File: config.mk
export PLATFORM = sky130hd
export DESIGN_NAME = dma2d_addr_gen
export DESIGN_NICKNAME = d
export VERILOG_FILES = /design/src/rtl/dma2d_pkg.sv /design/src/rtl/dma2d_seq.sv /design/src/rtl/dma2d_line_walk.sv /design/src/rtl/dma2d_ring_walk.sv /design/src/rtl/dma2d_addr_gen.sv
export SDC_FILE = /design/constraint.sdc
export NUM_CORES = 1
export LEC_CHECK = 0
export ABC_CLOCK_PERIOD_IN_PS = 2900
export BUFFER_PORTS_ARGS = -buffer_cell sky130_fd_sc_hd__clkbuf_2
export CAP_MARGIN = 5
export CORE_MARGIN = 5
export CORE_UTILIZATION = 58
export DETAILED_ROUTE_END_ITERATION = 10
export GPL_TIMING_DRIVEN = 0
export PLACE_DENSITY = 0.79
export SYNTH_ARGS = -nofsm -noshare
export SYNTH_HDL_FRONTEND = slang
export SYNTH_SLANG_ARGS = --single-unit
File: constraint.sdc
create_clock -name clk -period 2.9 [get_ports clk]
set_input_delay 0.29 -clock clk [delete_from_list [all_inputs] [get_ports clk]]
set_output_delay 0.29 -clock clk [all_outputs]
set_load 0.1 [all_outputs]
File: src/rtl/dma2d_pkg.sv
package dma2d_pkg;

  typedef enum logic [1:0] {
    GEN_IDLE = 2'd0,
    GEN_LINE = 2'd1,
    GEN_RING = 2'd2
  } gen_state_e;

endpackage

File: src/rtl/dma2d_seq.sv
module dma2d_seq
  import dma2d_pkg::*;
#(
  parameter int LEN_W = 16
) (
  input  logic             clk,
  input  logic             rst_n,
  input  logic             start_i,
  input  logic             stop_i,
  input  logic [LEN_W-1:0] line_len_i,
  input  logic             loop_arm_i,
  input  logic             beat_i,
  input  logic             line_end_i,
  output gen_state_e       state_o,
  output logic             load_o,
  output logic             done_o
);

  gen_state_e state_q, state_n;
  logic       done_q, done_n;
  logic       len_zero;

  assign len_zero = (line_len_i == '0);
  assign load_o   = (state_q == GEN_IDLE) && start_i && !stop_i &&
                    (!len_zero || loop_arm_i);

  always_comb begin
    state_n = state_q;
    done_n  = 1'b0;
    unique case (state_q)
      GEN_IDLE: begin
        if (load_o) state_n = len_zero ? GEN_RING : GEN_LINE;
      end
      GEN_LINE: begin
        if (stop_i) begin
          state_n = GEN_IDLE;
        end else if (beat_i && line_end_i) begin
          state_n = GEN_IDLE;
          done_n  = 1'b1;
        end
      end
      GEN_RING: begin
        if (stop_i) state_n = GEN_IDLE;
      end
      default: state_n = GEN_IDLE;
    endcase
  end

  always_ff @(posedge clk or negedge rst_n) begin
    if (!rst_n) begin
      state_q <= GEN_IDLE;
      done_q  <= 1'b0;
    end else begin
      state_q <= state_n;
      done_q  <= done_n;
    end
  end

  assign state_o = state_q;
  assign done_o  = done_q;

endmodule

File: src/rtl/dma2d_line_walk.sv
module dma2d_line_walk #(
  parameter int AW    = 30,
  parameter int LEN_W = 16,
  parameter int CNT_W = 16
) (
  input  logic             clk,
  input  logic             rst_n,
  input  logic             load_i,
  input  logic             adv_i,
  input  logic [AW-1:0]    base_i,
  input  logic [LEN_W-1:0] len_i,
  input  logic [LEN_W-1:0] stride_i,
  input  logic [CNT_W-1:0] cnt_i,
  output logic [AW-1:0]    addr_o,
  output logic             last_o
);

  logic [AW-1:0]    lbase_q, lbase_n;
  logic [LEN_W-1:0] col_q, col_n;
  logic [CNT_W-1:0] row_q, row_n;
  logic [LEN_W-1:0] len_q, stride_q;
  logic [CNT_W-1:0] cnt_q;
  logic             col_end;

  assign col_end = (col_q == len_q - LEN_W'(1));
  assign last_o  = col_end && (row_q == cnt_q);
  assign addr_o  = lbase_q + AW'(col_q);

  always_comb begin
    lbase_n = lbase_q;
    col_n   = col_q;
    row_n   = row_q;
    if (load_i) begin
      lbase_n = base_i;
      col_n   = '0;
      row_n   = '0;
    end else if (adv_i) begin
      if (col_end) begin
        col_n   = '0;
        row_n   = row_q + CNT_W'(1);
        lbase_n = lbase_q + AW'(stride_q);
      end else begin
        col_n = col_q + LEN_W'(1);
      end
    end
  end

  always_ff @(posedge clk or negedge rst_n) begin
    if (!rst_n) begin
      lbase_q <= '0;
      col_q   <= '0;
      row_q   <= '0;
    end else begin
      lbase_q <= lbase_n;
      col_q   <= col_n;
      row_q   <= row_n;
    end
  end

  always_ff @(posedge clk or negedge rst_n) begin
    if (!rst_n) begin
      len_q    <= '0;
      stride_q <= '0;
      cnt_q    <= '0;
    end else if (load_i) begin
      len_q    <= len_i;
      stride_q <= stride_i;
      cnt_q    <= cnt_i;
    end
  end

endmodule

File: src/rtl/dma2d_ring_walk.sv
module dma2d_ring_walk #(
  parameter int AW    = 30,
  parameter int LEN_W = 16,
  parameter int CNT_W = 16
) (
  input  logic             clk,
  input  logic             rst_n,
  input  logic             load_i,
  input  logic             adv_i,
  input  logic [AW-1:0]    base_i,
  input  logic [LEN_W-1:0] stride_i,
  input  logic [CNT_W-1:0] cnt_i,
  output logic [AW-1:0]    addr_o,
  output logic             evt_o,
  output logic             sel_o
);

  localparam int OW = LEN_W + CNT_W + 1;

  logic [AW-1:0] base_q;
  logic [OW-1:0] off_q, off_n;
  logic [OW-1:0] half_q, end_q;
  logic [OW-1:0] region;
  logic          evt_q, evt_n, sel_q, sel_n;

  assign region = OW'(stride_i) * (OW'(cnt_i) + OW'(1));

  always_comb begin
    off_n = off_q;
    evt_n = 1'b0;
    sel_n = sel_q;
    if (load_i) begin
      off_n = '0;
      sel_n = 1'b0;
    end else if (adv_i) begin
      if (off_q == end_q) begin
        off_n = '0;
        evt_n = 1'b1;
        sel_n = 1'b1;
      end else begin
        off_n = off_q + OW'(1);
        if (off_q == half_q) begin
          evt_n = 1'b1;
          sel_n = 1'b0;
        end
      end
    end
  end

  always_ff @(posedge clk or negedge rst_n) begin
    if (!rst_n) begin
      off_q <= '0;
      evt_q <= 1'b0;
      sel_q <= 1'b0;
    end else begin
      off_q <= off_n;
      evt_q <= evt_n;
      sel_q <= sel_n;
    end
  end

  always_ff @(posedge clk or negedge rst_n) begin
    if (!rst_n) begin
      base_q <= '0;
      half_q <= '0;
      end_q  <= '0;
    end else if (load_i) begin
      base_q <= base_i;
      half_q <= (region >> 1) - OW'(1);
      end_q  <= region - OW'(1);
    end
  end

  assign addr_o = base_q + AW'(off_q);
  assign evt_o  = evt_q;
  assign sel_o  = sel_q;

endmodule

File: src/rtl/dma2d_addr_gen.sv
module dma2d_addr_gen
  import dma2d_pkg::*;
#(
  parameter int AW    = 30,
  parameter int LEN_W = 16,
  parameter int CNT_W = 16
) (
  input  logic             clk,
  input  logic             rst_n,
  input  logic             start_i,
  input  logic             stop_i,
  input  logic [AW-1:0]    base_addr_i,
  input  logic [LEN_W-1:0] line_len_i,
  input  logic [LEN_W-1:0] line_stride_i,
  input  logic [CNT_W-1:0] line_cnt_i,
  input  logic             loop_arm_i,
  input  logic             ready_i,
  output logic             valid_o,
  output logic [AW-1:0]    addr_o,
  output logic             done_o,
  output logic             half_evt_o,
  output logic             half_sel_o
);

  gen_state_e    state;
  logic          load, beat, line_adv, ring_adv, line_last;
  logic [AW-1:0] line_addr, ring_addr;

  assign valid_o  = (state != GEN_IDLE);
  assign beat     = valid_o && ready_i;
  assign line_adv = beat && !stop_i && (state == GEN_LINE);
  assign ring_adv = beat && !stop_i && (state == GEN_RING);
  assign addr_o   = (state == GEN_RING) ? ring_addr : line_addr;

  dma2d_seq #(.LEN_W(LEN_W)) u_seq (
    .clk        (clk),
    .rst_n      (rst_n),
    .start_i    (start_i),
    .stop_i     (stop_i),
    .line_len_i (line_len_i),
    .loop_arm_i (loop_arm_i),
    .beat_i     (beat),
    .line_end_i (line_last),
    .state_o    (state),
    .load_o     (load),
    .done_o     (done_o)
  );

  dma2d_line_walk #(.AW(AW), .LEN_W(LEN_W), .CNT_W(CNT_W)) u_line (
    .clk      (clk),
    .rst_n    (rst_n),
    .load_i   (load),
    .adv_i    (line_adv),
    .base_i   (base_addr_i),
    .len_i    (line_len_i),
    .stride_i (line_stride_i),
    .cnt_i    (line_cnt_i),
    .addr_o   (line_addr),
    .last_o   (line_last)
  );

  dma2d_ring_walk #(.AW(AW), .LEN_W(LEN_W), .CNT_W(CNT_W)) u_ring (
    .clk      (clk),
    .rst_n    (rst_n),
    .load_i   (load),
    .adv_i    (ring_adv),
    .base_i   (base_addr_i),
    .stride_i (line_stride_i),
    .cnt_i    (line_cnt_i),
    .addr_o   (ring_addr),
    .evt_o    (half_evt_o),
    .sel_o    (half_sel_o)
  );

endmodule

[Word level (Yosys, flattened, before mapping)]
Index checks and enable logic that the tools add are counted.
Word-level totals
  flip-flop bits (word level): 244
  word-level logic and storage cells: 86
  output and inout bits: 34
Cells by class
  reductions and logical operators: 22
  multiplexer cells: 30
  eq/ne operators: 9
  multipliers: 1
  add/subtract/negate cells: 10
Operators by type and width (number)
  2-to-1 mux 30 bit: 4
  2-to-1 mux 33 bit: 3
  2-to-1 mux 16 bit: 6
  equality test 33 bit: 2
  adder 30 x 16 -> 30 bit: 2
  adder 33 x 1 -> 33 bit, second input constant: 1
  multiplier 16 x 33 -> 33 bit: 1
  subtractor 32 x 1 -> 33 bit, second input constant: 1
  subtractor 33 x 1 -> 33 bit, second input constant: 1
  adder 16 x 1 -> 16 bit, second input constant: 2
  equality test 16 bit: 2
  adder 30 bit: 1
  adder 16 x 1 -> 17 bit, second input constant: 1
  logical NOT 16 bit: 1
  subtractor 16 x 1 -> 16 bit, second input constant: 1
  2-to-1 mux 1 bit: 11
  2-to-1 mux 2 bit: 5
  logical AND 1 bit: 9
  nonzero test 2 bit: 4
  case mux 2 bit (3 select lines): 1
  inequality test 2 bit, second input constant: 2
  AND reduction 2 bit: 2
  inequality test 3 x 2 -> 1 bit, second input constant: 1
  AND reduction 3 bit: 1
  6 further kinds: 7

[Longest topological paths before layout]
Gate-level depths: netlist of run 1.
  depth in word-level cells: 7
  mapped depth: 31
  mapped depth without buffers: 29

[By module]
From an unflattened synthesis of run 1, not the netlist that was laid out.
Second synthesis, totals
  cell total of the unflattened synthesis: 2971
  area, all modules: 26492.9 µm²
Modules (own cells, without submodules)
  dma2d_ring_walk: cells an instance 2088, seq. area each 3278.1 µm², area each 18268.8 µm², instances 1
  dma2d_line_walk: cells an instance 827, seq. area each 2752.6 µm², area each 7592.3 µm², instances 1
  dma2d_addr_gen: cells an instance 38, seq. area each 0.0 µm², area each 435.4 µm², instances 1
  dma2d_seq: cells an instance 18, seq. area each 75.1 µm², area each 196.4 µm², instances 1

[Least setup slack after synthesis of run 1]
Ideal clock, no wire load.
  path type: input-to-reg
  start point: input port line_cnt_i[0]
  end point: register u_ring.half_q[29]
  setup time: 0.130 ns
  path slack: -4.628 ns
  buffers on the path: 3
  data arrival time: 7.398 ns
  stages on the path: 31
  path through: ha_1 > nand3_1 > nor2_1 > nand2_1 > xnor2_1 > clkbuf_1 > nand2_1 > fa_1 > fa_1 > inv_1 > fa_1 > inv_1 > fa_1 > inv_1 > fa_1 > inv_1 > fa_1 > inv_1 > ha_1 > clkbuf_1 > a21oi_1 > o21ai_0 > a21oi_1 > xnor2_1 > or2_1 > or3_1 > buf_2 > or3_4 > nor3_2 > xnor2_1 > o21ai_1
Between the ends
  cells in the longest elaborated chain, start to end: 3
Ends and longest elaborated chain
  from (decl): line dma2d_addr_gen.sv:15  | input logic [CNT_W-1:0] line_cnt_i,
  adder 16 x 1 -> 17 bit: line dma2d_ring_walk.sv:26  | assign region = OW'(stride_i) * (OW'(cnt_i) + OW'(1));
  multiplier 16 x 33 -> 33 bit: line dma2d_ring_walk.sv:26
  subtractor 32 x 1 -> 33 bit: line dma2d_ring_walk.sv:69  | half_q <= (region >> 1) - OW'(1);
  to (signal assigned): line dma2d_ring_walk.sv:69
  to (decl): line dma2d_ring_walk.sv:22  | logic [OW-1:0] half_q, end_q;
No other way between the ends.
A chain may end at the register's enable or synchronous reset.

[Final worst setup path of run 1]
  start point: input port line_cnt_i[6]
  end point: register u_ring.end_q[31]
Between the ends
  cells in the longest elaborated chain, start to end: 3
Ends and longest elaborated chain
  adder 16 x 1 -> 17 bit: line dma2d_ring_walk.sv:26
  multiplier 16 x 33 -> 33 bit: line dma2d_ring_walk.sv:26
  subtractor 33 x 1 -> 33 bit: line dma2d_ring_walk.sv:70  | end_q <= region - OW'(1);
  to (signal assigned): line dma2d_ring_walk.sv:70
  to (decl): line dma2d_ring_walk.sv:22
No other way between the ends.

==> results.toml, run 1 <==
[floorplanning]
rows = 77
start_util = 0.586
dieArea_um2 = 48900
die_h_um = 221
core-area_um2 = 44100
dieWidth_um = 221
io_pins = 118

[sta]
rsz0062_at_grt = "yes"
tightestPinTransition_ns = 1.16
fin_crit_sh = 2.69
skew_ns = 0.0428
fmax_ghz = 0.128
hold_violations = 0
setup_viol = 235
slew_headroom = 0.218
setup_ws_ns = -4.89
slew_violations = 0
tns_ns = -314.08
layout_min_cycle_time_ns = 7.79

[clock_network]
htree_num_levels = 1
cts_root_buffer = "clkbuf_16"
clock-sinks = 244
insertion_delay_ns = 0.59
cts_tree = "yes"
cts_made_buffers = 27
cts.path.max_buffers = 3
clkTransAtPathRegs_ns = 0.06

[drt]
drtAntennaViolNets = 0
drt_iter0_markers = 3506
via_per_inst = 6.58
wl_per_cell_um = 25.6
wl_um = 106000
firstDrtPassIters = 7
drc = 0
num_vias = 27189

[global_route]
grt_antenna_before_repair = 3
grt_max_degree = 101
grt_pass1_wl_um = 146000
grt_use_total = 0.371
grt_overflow_total = 0
grt_pass1_vias = 26614

[yosys]
ys_seq_area_frac = 0.236
synth_area_leaders = "dfrtp_1, fa_1, ha_1"
synth.distinct_cells = 97
yosysWarningCount = 0
synthArstFlopShare = 1.00
synth-main-ff-cell = "dfrtp_1"
yosys.area.top_type = "dfrtp_1"
syn_avg_cell_area_um2 = 8.34
synth-edff-count = 0
ys_seq_elements = 244
syn-instance-count = 3099
yosysTopAreaCellShare = 0.236
synth_nets = 3568
synth_area_um2 = 25900

[critical_path]
critical_path.max_fanout = 7
end_kind = "flop"
cp_top_family = "adder cells"
critPathSlowestCell = "fa_2"
critPathLaunchType = "input pin"
max_stage_delay_ns = 0.66
critPathBufInv = 12
arrival_ns = 8.22
critPathKind = "input pin to flop"
cpMostUsedCell = "buf_4"
crit_required_ns = 3.33

[cells_and_area]
nNetsFinal = 3985
drive_above_1_share = 0.276
area_growth_pct = 35.8

[placed_design]
numPortBuffers = 110
gp_congestion = 0.969
dp_hpwl_um = 63400

[flow_run]
max_cap_violations = 0

[run_status]
violations = "negative setup slack"
status = "complete, but fails checks"

[hold_path]
hp-class = "input pin to flop"
sequential cells by signal, summed over array words and instances (netlist names):
register,flops
u_line.lbase_q,30
u_line.row_q,16
u_line.stride_q,16
u_ring.end_q,33
u_ring.sel_o,1
u_ring.base_q,30
u_ring.off_q,33
u_seq.state_o,2
u_ring.half_q,33
u_line.col_q,16
u_ring.evt_o,1
u_line.len_q,16
u_seq.done_o,1
u_line.cnt_q,16
metrics by stage:
| stage | std cells | hold WS, ns | area [µm²] | util | worst slack [ns] |
|---|---|---|---|---|---|
| finish | 4132 | 0.0220 | 35100 | 0.796 | -4.89 |
| CTS | 4075 | 0.000631 | 33800 | 0.765 | -4.30 |
| floorplan | 3099 | -0.00559 | 26900 | - | -4.22 |
| global route | 4130 | 0.0216 | 35100 | 0.796 | -5.00 |
| global placement | 3801 | 0.462 | 28200 | 0.640 | -5.56 |
| detailed placement | 3803 | 0.280 | 28300 | 0.641 | -5.71 |
Yosys cell counts, drive strengths merged, types with 6 or more instances:
cell,number
nand2,575
inv,295
dfrtp,244
o21ai,228
fa,211
ha,174
xnor2,174
nor2,146
clkbuf,128
and2,126
xor2,105
a21oi,101
nor3,64
nand4,55
nand3,54
and3,46
nand2b,31
nor2b,28
a21o,26
o21a,23
a31oi,20
mux2i,20
nor4,20
o31ai,20
buf,18
or3,16
nand3b,11
a211oi,10
o21bai,9
or2,9
or4,9
a211o,8
o211ai,7
o41ai,6
cell usage in the layout, fill, tap and decap left out, types with 36 or more instances in the layout:
cell       netlist  layout
nand2_1        575     538
inv_1          295     257
dfrtp_1        244     232
fa_1           211     201
buf_4            2     173
ha_1           174     134
nor2_1         146     120
and2_1         124     115
o21ai_0        182     110
xnor2_1        173     110
clkbuf_2         0      96
o21ai_1         46      82
xor2_1         104      81
clkbuf_1       128      77
buf_6            2      72
a21oi_1         97      60
clkbuf_16        0      59
nand4_1         55      55
xnor2_2          1      49
inv_2            0      38
and3_1          46      36
worst paths after layout:
| path | start | end | slack, ns | cells past startpoint |
|---|---|---|---|---|
| max in group asynchronous | rst_n | u_line.len_q[3] | 1.26 | 4 |
| worst min-delay path | base_addr_i[4] | u_ring.base_q[4] | 0.02 | 3 |
| min in group asynchronous | rst_n | u_line.lbase_q[22] | 0.25 | 2 |
| worst max register to register | u_seq.state_o[1] | u_line.lbase_q[28] | -0.89 | 7 |
| worst max-delay path | line_cnt_i[6] | u_ring.end_q[31] | -4.89 | 34 |
| worst min register to register | u_ring.base_q[24] | u_ring.base_q[24] | 0.48 | 2 |
layout make-up:
type                    count  area, µm²
diodes                      4       10.0
multi-input cells        2415      21500
flip-flops and latches    244       6120
clock buffers              35        736
well taps                 592        741
clock inverters            14        191
inverters                 295       1110
fillers                  2549       9010
repair buffers            396       3890
plain buffers             137        865
repair_timing:
action                                 4_1_cts  5_1_grt
pin swaps                                  202      143
endpoints found under the hold margin       91        0
cloned                                       5        0
setup endpoints to repair                  270      263
resized for setup                          548      218
hold buffers                                33        0
buffers inserted                           191       64
tightest hold or removal path, cell delays in order:
cell,delay [ns]
clkbuf_2,0.10
nand2_1,0.08
nand2_1,0.07
routing by layer:
metal  vias up  part of all wire  track usage
li1      11113                 -            -
met1     13064              0.33        0.444
met2      2157              0.46        0.620
met3       855              0.11       0.0647
met4         0              0.10        0.241
met5         -                 0            0
kinds of logic (layout without fill, tap and decap cells):
kind of cell,Yosys count,in the layout,share of synthesized area
XOR/XNOR,279,279,0.0951
other,0,4,0
buffers and inverters,441,877,0.0654
adder cells (fa/ha/maj),385,385,0.248
flip-flops,244,244,0.236
AND/OR/NAND/NOR,1213,1214,0.225
AO/OA/AOI/OAI,515,515,0.122
multiplexers,22,22,0.00862
Power of run 1 is not shown: default switching activity piles up to over one toggle a cycle in this logic, so the estimate is an artifact.
==> run 2, diff against run 1 <==
--- a/config.mk
+++ b/config.mk
@@ -9,10 +9,10 @@
 export BUFFER_PORTS_ARGS = -buffer_cell sky130_fd_sc_hd__clkbuf_2
 export CAP_MARGIN = 5
 export CORE_MARGIN = 5
-export CORE_UTILIZATION = 58
+export CORE_UTILIZATION = 55
 export DETAILED_ROUTE_END_ITERATION = 10
 export GPL_TIMING_DRIVEN = 0
-export PLACE_DENSITY = 0.79
+export PLACE_DENSITY = 0.74
 export SYNTH_ARGS = -nofsm -noshare
 export SYNTH_HDL_FRONTEND = slang
 export SYNTH_SLANG_ARGS = --single-unit
==> run 2 against run 1 <==
Net effect:
- clock skew shrank 0.017 ns
- core utilization shrank 4.3 points
- hold slack gained 0.0049 ns
- via count shrank 6.2%
- first-iteration DRC count shrank 28%
- flip-flop and latch count is the same
- sequential share of layout area is essentially flat
- register-to-register slack gained 0.44 ns
- design area shrank 0.14%
- routed wire length shrank 12%
- cell count shrank 0.24%
- critical endpoint is now u_ring.half_q[31]
- the run still ends with negative setup slack left
- maximum frequency grew 3.8%
==> results.toml, run 2 (synthesized netlist as in run 1, its figures left out) <==
[run_status]
status = "complete, but fails checks"
violations = "negative setup slack"

[critical_path]
critical_path.max_fanout = 7
critPathKind = "input pin to flop"
critPathSlowestCell = "fa_2"
cpMostUsedCell = "fa_1"
max_stage_delay_ns = 0.58
crit_required_ns = 3.33
arrival_ns = 7.93
critPathLaunchType = "input pin"
end_kind = "flop"

[global_route]
grt_max_degree = 98
grt_antenna_before_repair = 2
grt_pass1_wl_um = 136000
grt_overflow_total = 0
grt_pass1_vias = 25063
grt_use_total = 0.335

[drt]
drt_iter0_markers = 2522
wl_um = 93400
num_vias = 25496
drc = 0
drtAntennaViolNets = 0
via_per_inst = 6.19
wl_per_cell_um = 22.7
firstDrtPassIters = 6

[cells_and_area]
drive_above_1_share = 0.279
area_growth_pct = 35.6
fin_util = 0.753
instances_no_fill = 4122
reg_top3 = "u_ring.end_q x33, u_ring.half_q x33, u_ring.off_q x33"
nNetsFinal = 3962
layout_common_cells = "nand2_1, inv_1, dfrtp_1, fa_1, buf_4"
final_common_cell = "nand2_1"

[sta]
slew_headroom = 0.363
hold_violations = 0
slew_violations = 0
layout_min_cycle_time_ns = 7.51
setup_ws_ns = -4.61
skew_ns = 0.0253
fin_crit_sh = 2.59
rsz0062_at_grt = "yes"
setup_viol = 221
tightestPinTransition_ns = 0.948
fmax_ghz = 0.133

[clock_network]
htree_num_levels = 1
clock-sinks = 244
cts_tree = "yes"
insertion_delay_ns = 0.56
cts_root_buffer = "clkbuf_16"
clkTransAtPathRegs_ns = 0.06
cts.path.max_buffers = 3
cts_made_buffers = 26

[floorplanning]
core-area_um2 = 46600
rows = 79
dieWidth_um = 227
start_util = 0.555
dieArea_um2 = 51400
io_pins = 118
die_h_um = 227

[hold_path]
hp-class = "input pin to flop"

[placed_design]
post-place-ws_ns = -5.68
numPortBuffers = 110
dp_hpwl_um = 63700
gp_congestion = 0.950
place_inst = 3818

[flow_run]
max_cap_violations = 0
run 2: critical path: cells and delay by family:
kind / cells / cell delay [ns]
buf+inv: 9 / 0.91
compound gates: 3 / 0.69
fa+ha+maj: 7 / 3.28
xor+xnor: 2 / 0.56
simple gates: 12 / 2.17
run 2: worst paths after layout:
check / start / end / slack [ns] / cells after the start
max in group asynchronous: rst_n / u_line.cnt_q[9] / 1.31 / 4
max reg2reg: u_seq.state_o[1] / u_line.lbase_q[26] / -0.45 / 7
min: base_addr_i[24] / u_ring.base_q[24] / 0.03 / 3
min in group asynchronous: rst_n / u_line.lbase_q[28] / 0.27 / 2
max: line_cnt_i[7] / u_ring.half_q[31] / -4.61 / 33
min reg2reg: u_ring.base_q[28] / u_ring.base_q[28] / 0.49 / 2
run 2: metal layers:
layer	part of all wire	GRT usage	vias up
met5	0	0	-
met4	0.077	0.181	0
met3	0.081	0.0483	478
met2	0.48	0.562	1504
met1	0.36	0.420	12482
li1	-	-	11032
run 2: stage by stage:
step,area [µm²],setup TNS (ns),hold WS [ns]
floorplan,26900,-201.21,-0.00559
global placement,28200,-1286.15,0.466
detailed placement,28300,-443.03,0.315
CTS,32400,-314.44,0.00173
global route,35100,-291.51,0.0128
finish,35100,-268.93,0.0269
run 2: what timing repair did:
action	in CTS	in global routing
hold buffers	32	0
endpoints found under the setup margin	271	273
resized for setup	365	519
hold endpoints to repair	98	0
pin swaps	138	155
buffers inserted	123	100
gates cloned	1	7
run 2: cell type report:
type | count | area, µm²
antenna | 3 | 7.51
buffer | 139 | 926
clock buffer | 37 | 762
clock inverter | 10 | 146
fill | 3011 | 11500
inverter | 295 | 1110
multi-input combinational | 2415 | 21600
sequential | 244 | 6120
tap | 607 | 759
timing repair buffer | 372 | 3620
Power of run 2 is left out for the same reason.
